File: src/rtl/spec_pkg.sv
package spec_pkg;
    // Store queue operating mode: open accepts new speculative stores,
    // drain releases committed stores to memory.
    typedef enum logic {
        Q_OPEN  = 1'b0,
        Q_DRAIN = 1'b1
    } qmode_e;
endpackage

File: src/rtl/ckpt_regfile.sv
module ckpt_regfile #(
    parameter int NREGS = 8,
    parameter int DW    = 32
) (
    input  logic                     clk,
    input  logic                     rst_n,
    input  logic                     wr_en,
    input  logic [$clog2(NREGS)-1:0] wr_idx,
    input  logic [DW-1:0]            wr_data,
    input  logic                     commit,
    input  logic                     rollback,
    input  logic [$clog2(NREGS)-1:0] rd_idx,
    output logic [DW-1:0]            rd_data
);
    typedef struct packed {
        logic [NREGS-1:0][DW-1:0] work;
        logic [NREGS-1:0][DW-1:0] shadow;
    } rf_t;

    rf_t rf_d, rf_q;

    always_comb begin
        logic [NREGS-1:0][DW-1:0] upd;
        rf_d = rf_q;
        upd  = rf_q.work;
        if (wr_en) upd[wr_idx] = wr_data;
        if (rollback) begin
            rf_d.work = rf_q.shadow;
        end else begin
            rf_d.work = upd;
            if (commit) rf_d.shadow = upd;
        end
    end

    always_ff @(posedge clk) begin
        if (!rst_n) rf_q <= '0;
        else        rf_q <= rf_d;
    end

    assign rd_data = rf_q.work[rd_idx];

    AST_SHADOW_HOLD: assert property (@(posedge clk) disable iff (!rst_n)
        (!commit || rollback) |=> $stable(rf_q.shadow));
    AST_COMMIT_COPY: assert property (@(posedge clk) disable iff (!rst_n)
        (commit && !rollback) |=> (rf_q.shadow == rf_q.work));
    AST_ROLLBACK_RESTORE: assert property (@(posedge clk) disable iff (!rst_n)
        rollback |=> (rf_q.work == $past(rf_q.shadow)));
    AST_ROLLBACK_WINS: assert property (@(posedge clk) disable iff (!rst_n)
        (rollback && commit) |=> (rf_q.work == rf_q.shadow));
endmodule

File: src/rtl/store_gate_queue.sv
module store_gate_queue
    import spec_pkg::*;
#(
    parameter int DEPTH = 4,
    parameter int AW    = 16,
    parameter int DW    = 32
) (
    input  logic            clk,
    input  logic            rst_n,
    input  logic            commit,
    input  logic            rollback,
    input  logic            st_valid,
    output logic            st_ready,
    input  logic [AW-1:0]   st_addr,
    input  logic [DW-1:0]   st_data,
    input  logic [DW/8-1:0] st_mask,
    input  logic [AW-1:0]   ld_addr,
    output logic            ld_hit,
    output logic [DW-1:0]   ld_data,
    output logic [DW/8-1:0] ld_mask,
    output logic            mem_valid,
    input  logic            mem_ready,
    output logic [AW-1:0]   mem_addr,
    output logic [DW-1:0]   mem_data,
    output logic [DW/8-1:0] mem_mask,
    output logic            full
);
    localparam int MW = DW / 8;
    localparam int PW = $clog2(DEPTH);
    localparam int CW = PW + 1;

    typedef struct packed {
        logic [DEPTH-1:0][AW-1:0] addr;
        logic [DEPTH-1:0][DW-1:0] data;
        logic [DEPTH-1:0][MW-1:0] mask;
        logic [PW-1:0]            head;
        logic [CW-1:0]            count;
        qmode_e                   mode;
    } sq_t;

    sq_t sq_d, sq_q;

    logic          push, pop;
    logic [PW-1:0] tail;

    assign full      = (sq_q.count == CW'(DEPTH));
    assign st_ready  = (sq_q.mode == Q_OPEN) && !full;
    assign mem_valid = (sq_q.mode == Q_DRAIN) && (sq_q.count != '0);
    assign mem_addr  = sq_q.addr[sq_q.head];
    assign mem_data  = sq_q.data[sq_q.head];
    assign mem_mask  = sq_q.mask[sq_q.head];
    assign push      = st_valid && st_ready;
    assign pop       = mem_valid && mem_ready;
    assign tail      = sq_q.head + sq_q.count[PW-1:0];

    always_comb begin
        sq_d = sq_q;
        if (rollback && (sq_q.mode == Q_OPEN)) begin
            sq_d.count = '0;
            sq_d.mode  = Q_OPEN;
        end else begin
            if (push) begin
                sq_d.addr[tail] = st_addr;
                sq_d.data[tail] = st_data;
                sq_d.mask[tail] = st_mask;
            end
            if (pop) sq_d.head = sq_q.head + PW'(1);
            sq_d.count = sq_q.count + CW'(push) - CW'(pop);
            if (((sq_q.mode == Q_DRAIN) || (commit && !rollback)) && (sq_d.count != '0))
                sq_d.mode = Q_DRAIN;
            else
                sq_d.mode = Q_OPEN;
        end
    end

    always_ff @(posedge clk) begin
        if (!rst_n) sq_q <= '0;
        else        sq_q <= sq_d;
    end

    // Forwarding: scan oldest to youngest, the last match wins.
    always_comb begin
        ld_hit  = 1'b0;
        ld_data = '0;
        ld_mask = '0;
        for (int i = 0; i < DEPTH; i++) begin
            if ((CW'(i) < sq_q.count) && (sq_q.addr[sq_q.head + PW'(i)] == ld_addr)) begin
                ld_hit  = 1'b1;
                ld_data = sq_q.data[sq_q.head + PW'(i)];
                ld_mask = sq_q.mask[sq_q.head + PW'(i)];
            end
        end
    end

    AST_NO_OVERFLOW: assert property (@(posedge clk) disable iff (!rst_n)
        full |-> !st_ready);
    AST_MEM_HOLD: assert property (@(posedge clk) disable iff (!rst_n)
        (mem_valid && !mem_ready) |=> (mem_valid && $stable(mem_addr)
                                       && $stable(mem_data) && $stable(mem_mask)));
    AST_DRAIN_BLOCKS: assert property (@(posedge clk) disable iff (!rst_n)
        mem_valid |-> !st_ready);
    AST_DISCARD: assert property (@(posedge clk) disable iff (!rst_n)
        (rollback && !mem_valid) |=> (sq_q.count == '0));
    AST_GATED: assert property (@(posedge clk) disable iff (!rst_n)
        (!mem_valid && !commit) |=> !mem_valid);
endmodule

File: src/rtl/spec_state_buffer.sv
module spec_state_buffer #(
    parameter int NREGS = 8,
    parameter int DW    = 32,
    parameter int AW    = 16,
    parameter int DEPTH = 4
) (
    input  logic                     clk,
    input  logic                     rst_n,
    input  logic                     wr_en,
    input  logic [$clog2(NREGS)-1:0] wr_idx,
    input  logic [DW-1:0]            wr_data,
    input  logic [$clog2(NREGS)-1:0] rd_idx,
    output logic [DW-1:0]            rd_data,
    input  logic                     commit,
    input  logic                     rollback,
    input  logic                     st_valid,
    output logic                     st_ready,
    input  logic [AW-1:0]            st_addr,
    input  logic [DW-1:0]            st_data,
    input  logic [DW/8-1:0]          st_mask,
    input  logic [AW-1:0]            ld_addr,
    output logic                     ld_hit,
    output logic [DW-1:0]            ld_data,
    output logic [DW/8-1:0]          ld_mask,
    output logic                     mem_valid,
    input  logic                     mem_ready,
    output logic [AW-1:0]            mem_addr,
    output logic [DW-1:0]            mem_data,
    output logic [DW/8-1:0]          mem_mask,
    output logic                     full
);
    ckpt_regfile #(.NREGS(NREGS), .DW(DW)) i_regs (
        .clk      (clk),
        .rst_n    (rst_n),
        .wr_en    (wr_en),
        .wr_idx   (wr_idx),
        .wr_data  (wr_data),
        .commit   (commit),
        .rollback (rollback),
        .rd_idx   (rd_idx),
        .rd_data  (rd_data)
    );

    store_gate_queue #(.DEPTH(DEPTH), .AW(AW), .DW(DW)) i_stq (
        .clk       (clk),
        .rst_n     (rst_n),
        .commit    (commit),
        .rollback  (rollback),
        .st_valid  (st_valid),
        .st_ready  (st_ready),
        .st_addr   (st_addr),
        .st_data   (st_data),
        .st_mask   (st_mask),
        .ld_addr   (ld_addr),
        .ld_hit    (ld_hit),
        .ld_data   (ld_data),
        .ld_mask   (ld_mask),
        .mem_valid (mem_valid),
        .mem_ready (mem_ready),
        .mem_addr  (mem_addr),
        .mem_data  (mem_data),
        .mem_mask  (mem_mask),
        .full      (full)
    );
endmodule

File: config.mk
export PLATFORM = sky130hd
export DESIGN_NAME = spec_state_buffer
export DESIGN_NICKNAME = d
export VERILOG_FILES = /design/src/rtl/spec_pkg.sv /design/src/rtl/ckpt_regfile.sv /design/src/rtl/store_gate_queue.sv /design/src/rtl/spec_state_buffer.sv
export SDC_FILE = /design/constraint.sdc
export NUM_CORES = 2
export LEC_CHECK = 0
export ABC_AREA = 1
export BUFFER_PORTS_ARGS = -buffer_cell sky130_fd_sc_hd__buf_2
export CAP_MARGIN = 20
export CORE_ASPECT_RATIO = 0.5
export CORE_MARGIN = 2
export CORE_UTILIZATION = 60
export DETAILED_ROUTE_END_ITERATION = 10
export HOLD_SLACK_MARGIN = 0.03
export PLACE_DENSITY = 0.79
export SETUP_SLACK_MARGIN = 0.15
export SKIP_LAST_GASP = 1
export SLEW_MARGIN = 20
export SYNTH_ARGS = -nofsm -noshare
export SYNTH_HDL_FRONTEND = slang
export SYNTH_SLANG_ARGS = --single-unit
File: constraint.sdc
create_clock -name clk -period 6 [get_ports clk]
set_clock_uncertainty 0.1 [all_clocks]
set_input_delay 1.2 -clock clk [delete_from_list [all_inputs] [get_ports clk]]
set_output_delay 1.2 -clock clk [all_outputs]
set_load 0.02 [all_outputs]
=== Word-level counts from Yosys, hierarchy flattened ===
Index checks and enable logic that the tools add are counted.

* $add $sub $neg: 6
* Order comparisons: 13
* Equality and inequality tests: 5
* Mux-type cells: 53
* Bitwise operators: 4
* Reductions and logical operators: 22

{| class="wikitable"
|+ Operators with widths
! cell !! number
|-
| $mux 256 || 2
|-
| $mux 32 || 11
|-
| $bmux 32 s2 || 4
|-
| $bwmux 256 || 1
|-
| $bmux 16 s2 || 4
|-
| $bwmux 128 || 1
|-
| $bmux 32 s3 || 1
|-
| $demux 32 s3 || 1
|-
| $mux 16 || 5
|-
| $bwmux 64 || 1
|-
| $demux 32 s2 || 1
|-
| $eq 16x16->1 || 4
|-
| $mux 4 || 9
|-
| $bmux 4 s2 || 4
|-
| $demux 16 s2 || 1
|-
| $bwmux 16 || 1
|-
| $lt 2x3->1 const B || 5
|-
| $logic_and 1x1->1 || 13
|-
| $demux 4 s2 || 1
|-
| $lt 3x4->1 const B || 2
|-
| $lt 1x3->1 const A || 2
|-
| $lt 2x3->1 const A || 2
|-
| $reduce_and 2->1 || 3
|-
| $reduce_bool 3->1 || 2
|-
| 13 further kinds || 22
|}

* Bits in registers: 726
* Input port bits: 113
* Output and inout bits: 124
* Logic and storage cells: 134

=== Logic depth before layout (Yosys ltp) ===
* Depth in word-level cells: 9
* Gate-level depth with buffers: 19
* Depth with buffers taken out: 16

=== Cells and area by module ===
Synthesis repeated with hierarchy kept, for this count alone.

* Cell total of the unflattened synthesis: 6932
* Area, all modules: 41367.2 µm²

{| class="wikitable"
|+ Modules (own cells, without submodules)
! module !! instances !! cells each !! area each (µm²)
|-
| ckpt_regfile || 1 || 4223 || 26221.4
|-
| store_gate_queue || 1 || 2709 || 15145.8
|}

=== Worst setup path before layout ===
No wires, ideal clock.

* Path type: input to output
* Start point: in rd_idx[0]
* End point: out rd_data[23]
* Arrival: 2.619 ns
* Required time: 4.700 ns
* Path slack: 2.081 ns
* Stages on the path: 8
* Buffers on the path: 3
* Cell sequence: clkbuf_1 clkinv_1 clkbuf_1 buf_1 nor2_1 o32ai_1 nor2_1 a31oi_1

* Longest elaborated chain between the ends: 2

{| class="wikitable"
|+ Ends and longest elaborated chain
! what !! line !! source
|-
| from (decl) || spec_state_buffer.sv:12 || <nowiki>input logic [$clog2(NREGS)-1:0] rd_idx,</nowiki>
|-
| $bmux 32 s3 || ckpt_regfile.sv:40 || <nowiki>assign rd_data = rf_q.work[rd_idx];</nowiki>
|-
| $mux 32 (implied by the code) || ckpt_regfile.sv:40 ||
|-
| to (decl) || spec_state_buffer.sv:13 || <nowiki>output logic [DW-1:0] rd_data,</nowiki>
|}

Every way passes these cells. The select of a mux whose other input is x is not followed.

=== Worst setup path after layout ===
* Start point: reg i_stq.sq_q[4] (netlist bit)
* End point: out ld_data[5]

* Longest elaborated chain between the ends: 8
* Elaborated cells between the ends (all ways): 31
* Classes of those cells: add/sub: 3; eq/ne: 4; mux: 20; reduce/logical: 4

{| class="wikitable"
|+ Ends and longest elaborated chain
! what !! line !! source
|-
| from (decl) || store_gate_queue.sv:41 || <nowiki>sq_t sq_d, sq_q;</nowiki>
|-
| from (signal assigned) || store_gate_queue.sv:78 || <nowiki>else sq_q <= sq_d;</nowiki>
|-
| $add 2x1->2 or $bmux 16 s2 (tied branches) || store_gate_queue.sv:87, store_gate_queue.sv:89 ||
|-
| $bmux 16 s2 or $mux 16 (tied branches) || store_gate_queue.sv:87 || <nowiki>if ((CW'(i) < sq_q.count) && (sq_q.addr[sq_q.head + PW'(i)] == ld_addr)) begin</nowiki>
|-
| $mux 16 (implied by the code) or $eq 16x16->1 (tied branches) || store_gate_queue.sv:87 ||
|-
| $eq 16x16->1 or $logic_and 1x1->1 (tied branches) || store_gate_queue.sv:87 ||
|-
| $logic_and 1x1->1 or $mux 32 (tied branches) || store_gate_queue.sv:87 ||
|-
| $mux 32 (2 in a row) || store_gate_queue.sv:87 ||
|-
| $mux 32 * || store_gate_queue.sv:87 ||
|-
| to (decl) || spec_state_buffer.sv:23 || <nowiki>output logic [DW-1:0] ld_data,</nowiki>
|}

Every way passes the cells marked *; elsewhere a longest branch is shown, timed or not. The select of a mux whose other input is x is not followed.

==> flow_metrics.env <==
export IMPL_path_buf_inv=4
export IMPL_syn2layout_area_growth_pct=8.464
export IMPL_synth_cell_types=37
export IMPL_grt_overflow_total=0
export IMPL_postCtsSetupBuffers=0
export IMPL_path_clk_slew_ns=0.06
export IMPL_dpl_hpwl_um=66350
export IMPL_critPathMaxFanout=81
export IMPL_worstSetupPathDepth=18
export IMPL_endpoint_kind="primary output"
export IMPL_antenna_found_initial=16
export IMPL_port_buffers=236
export IMPL_synth_nets=6366
export IMPL_combPwrFrac_pct=14.2
export IMPL_num_nets_final=6278
export IMPL_drv_cap=0
export IMPL_gp_congestion=0.9733
export IMPL_synth_most_common_cell="o21ai_0"
export IMPL_whs_ns=0.3685
export IMPL_hold_violations=0
export IMPL_cts_resized=0
export IMPL_syn_area_um2=38700
export IMPL_cp_endpoint="ld_data[5]"
export IMPL_die_h_um=183.6
export IMPL_crit_path_cell_trace="buf_4, buf_4, nand2_1, nand2_1, nand2_1, nand3_1, nand2_1, nor2_1, nand2_1, nor2_1, nand3_2, buf_4, nor2_1, nor2_1, nand2_1, nand2_1, nand2_1, buf_2"
export IMPL_ys_ff_latch=726
export IMPL_vias=38940
export IMPL_r2r_end="i_stq.sq_q[170]"
export IMPL_grt_usage_pct=32.19
export IMPL_dr_pass1_iters=6
export IMPL_fmax_ghz=0.1806
export IMPL_synth_flop_cell="dfxtp_1"
export IMPL_synthArstFlopShare_pct=0
export IMPL_r2r_cells=10
export IMPL_cts_tree="built"
export IMPL_slew_headroom_pct=34.70
export IMPL_routed_wl_um=109300
export IMPL_power_frac_seq_pct=46.7
export IMPL_p_sw_uw=3177
export IMPL_crit_start="i_stq.sq_q[4]"
export IMPL_post_route_period_util_pct=92.28
export IMPL_seq_area_frac_synth_pct=37.56
export IMPL_crit_arrival_ns=4.24
export IMPL_htreeDepth=3
export IMPL_clock_sinks=726
export IMPL_num_rows=65
export IMPL_clockBufferDepth=3
export IMPL_drcViolationCount=0
export IMPL_start_util_pct=61.01
export IMPL_fin_cells=7061
export IMPL_swShare_pct=28.48
export IMPL_clk_latency_ns=0.64
export IMPL_synth_top_cells_by_area="dfxtp_1 (38%), o21ai_0 (17%), nand2_1 (11%)"
export IMPL_crit_path_start_kind="flop"
export IMPL_synth_edf_count=0
export IMPL_antenna_left=0
export IMPL_grt_max_degree=150
export IMPL_slew_violations=0
export IMPL_ys_warnings_count=0
export IMPL_dieArea_um2=66670
export IMPL_max_stage_delay_ns=0.62
export IMPL_tightest_slew_ns=0.9795
export IMPL_synthDominantCellAreaShare_pct=37.56
export IMPL_r2r_start="i_stq.sq_q[4]"
export IMPL_internal_power_uw=7979
export IMPL_design_core_area_um2=63440
export IMPL_final_area_um2=41980
export IMPL_die_x_um=363.2
export IMPL_io_pins=237
export IMPL_clkPwrFrac_pct=39.1
export IMPL_cts_made_buffers=66
export IMPL_irDropWorstVdd_v=0.0002295
export IMPL_critical_path_required_ns=4.70
export IMPL_routedWlPerCell_um=15.48
export IMPL_worstSetupPathType="flop to primary output"
export IMPL_period_minus_slack_ns=5.537
export IMPL_root_buffer="clkbuf_16"
export IMPL_drive_gt1_share_pct=6.957
export IMPL_n_fill_cell=5744
export IMPL_hold_buffers=0
export IMPL_rsz0062_at_grt="no"
export IMPL_synth_top_cells_by_count="o21ai_0 (1349), nand2_1 (1093), inv_1 (1087)"
export IMPL_hp_class="flop to flop"
export IMPL_slowest_stage="dfxtp_4"
export IMPL_grt_pass1_vias=35540
export IMPL_syn_inst=6247
export IMPL_drt_iter0_markers=3546
export IMPL_path_delay_family="buffers and inverters"
export IMPL_cpMostUsedCell="nand2_1"
export IMPL_synth_area_leader_cell="dfxtp_1"
export IMPL_status="completed"
export IMPL_power_density_nw_per_um2=265.8
export IMPL_grt_pass1_wl_um=176400
export IMPL_vias_per_cell=5.515
export IMPL_p_leak_uw=0.02052
export IMPL_avgSynthCellArea_um2=6.195
export IMPL_tns_ns=0
export IMPL_place_area_um2=39700
export IMPL_rrSetupSlack_ns=1.91
export IMPL_place_inst=6927
export IMPL_setup_viol=0
final cells by class:
class                           count  area (µm²)  area share (%)
Clock inverter                     19       235.2          0.5604
Sequential cell                   726       14540           34.64
Timing Repair Buffer              292        1714           4.084
Inverter                         1097        4130           9.840
Tap cell                          837        1047           2.495
Multi-Input combinational cell   3976       18300           43.60
Antenna cell                       14       35.03         0.08346
Clock buffer                      100        1971           4.695
registers in the layout, summed over array words and instances (netlist names):
name and cells:
i_regs.rf_q 512, i_stq.sq_q 214
worst min path at each step:
stage | end | start | slack [ns] | depth (start not counted)
after floorplan | i_stq.sq_q[210] | i_stq.sq_q[210] | 0.34 | 2
after global placement | i_stq.sq_q[122] | i_stq.sq_q[122] | 0.35 | 2
after detailed placement | i_stq.sq_q[210] | i_stq.sq_q[210] | 0.36 | 2
after CTS | i_stq.sq_q[210] | i_stq.sq_q[210] | 0.37 | 2
after global routing | i_stq.sq_q[84] | i_stq.sq_q[84] | 0.39 | 2
final | i_stq.sq_q[123] | i_stq.sq_q[123] | 0.37 | 2
layer usage:
metal	track usage, %	routed length (µm)	up-vias	share of wire, %
met5	0	0	-	0
met4	14.12	4198	0	3.8
met1	40.22	47240	17840	43
met3	4.297	7361	250	6.7
met2	55.78	50500	1255	46
li1	-	-	19600	-
cell families after synthesis:
family / synth area share, %
AO/OA/AOI/OAI: 27.81
adder cells (fa/ha/maj): 0.2134
flip-flops: 37.56
AND/OR/NAND/NOR: 18.76
XOR/XNOR: 0.2263
buffers and inverters: 15.43
metrics by stage:
stage | util, % | power, µW | setup slack, ns
2_1_floorplan | - | 6415 | 2.081
3_3_place_gp | 62.58 | 6812 | 1.133
3_5_place_dp | 62.58 | 6876 | 1.063
4_1_cts | 66.05 | 11190 | 0.3876
5_1_grt | 66.16 | 11630 | 0.1665
6_report | 66.17 | 11160 | 0.4631
worst reg2reg max path: stages (launching register included):
cell and delay, ns:
dfxtp_4 0.62, buf_4 0.47, buf_4 0.73, ha_1 0.31, xor2_1 0.07, inv_1 0.16, nor2_1 0.07, nand2_2 0.42
buf_4 0.68, o21ai_0 0.21, a21oi_1 0.17
cells in the final DEF, fill, tap and decap left out, drive strengths merged, types with 3 or more instances in the layout:
master | netlist | final
or2 | 5 | 5
inv | 1094 | 1097
nand3 | 142 | 142
nand2 | 1094 | 1094
clkbuf | 315 | 100
nor2 | 612 | 612
a31oi | 34 | 34
ha | 5 | 5
o211ai | 37 | 37
o21ai | 1373 | 1373
nand4 | 5 | 5
buf | 133 | 292
o22ai | 3 | 3
dfxtp | 726 | 726
a21oi | 613 | 613
xor2 | 9 | 9
diode | 0 | 14
nor3 | 3 | 3
clkinv | 3 | 16
o32ai | 32 | 32
power by group through the flow:
stage | Sequential (µW) | Clock (µW) | Combinational (µW)
after floorplan | 5290 | 0 | 1120
after global placement | 5310 | 0 | 1500
after detailed placement | 5320 | 0 | 1550
after CTS | 5210 | 4410 | 1570
after global routing | 5240 | 4600 | 1790
final | 5210 | 4360 | 1580
Note: power is estimated with default switching activity, not from simulation.
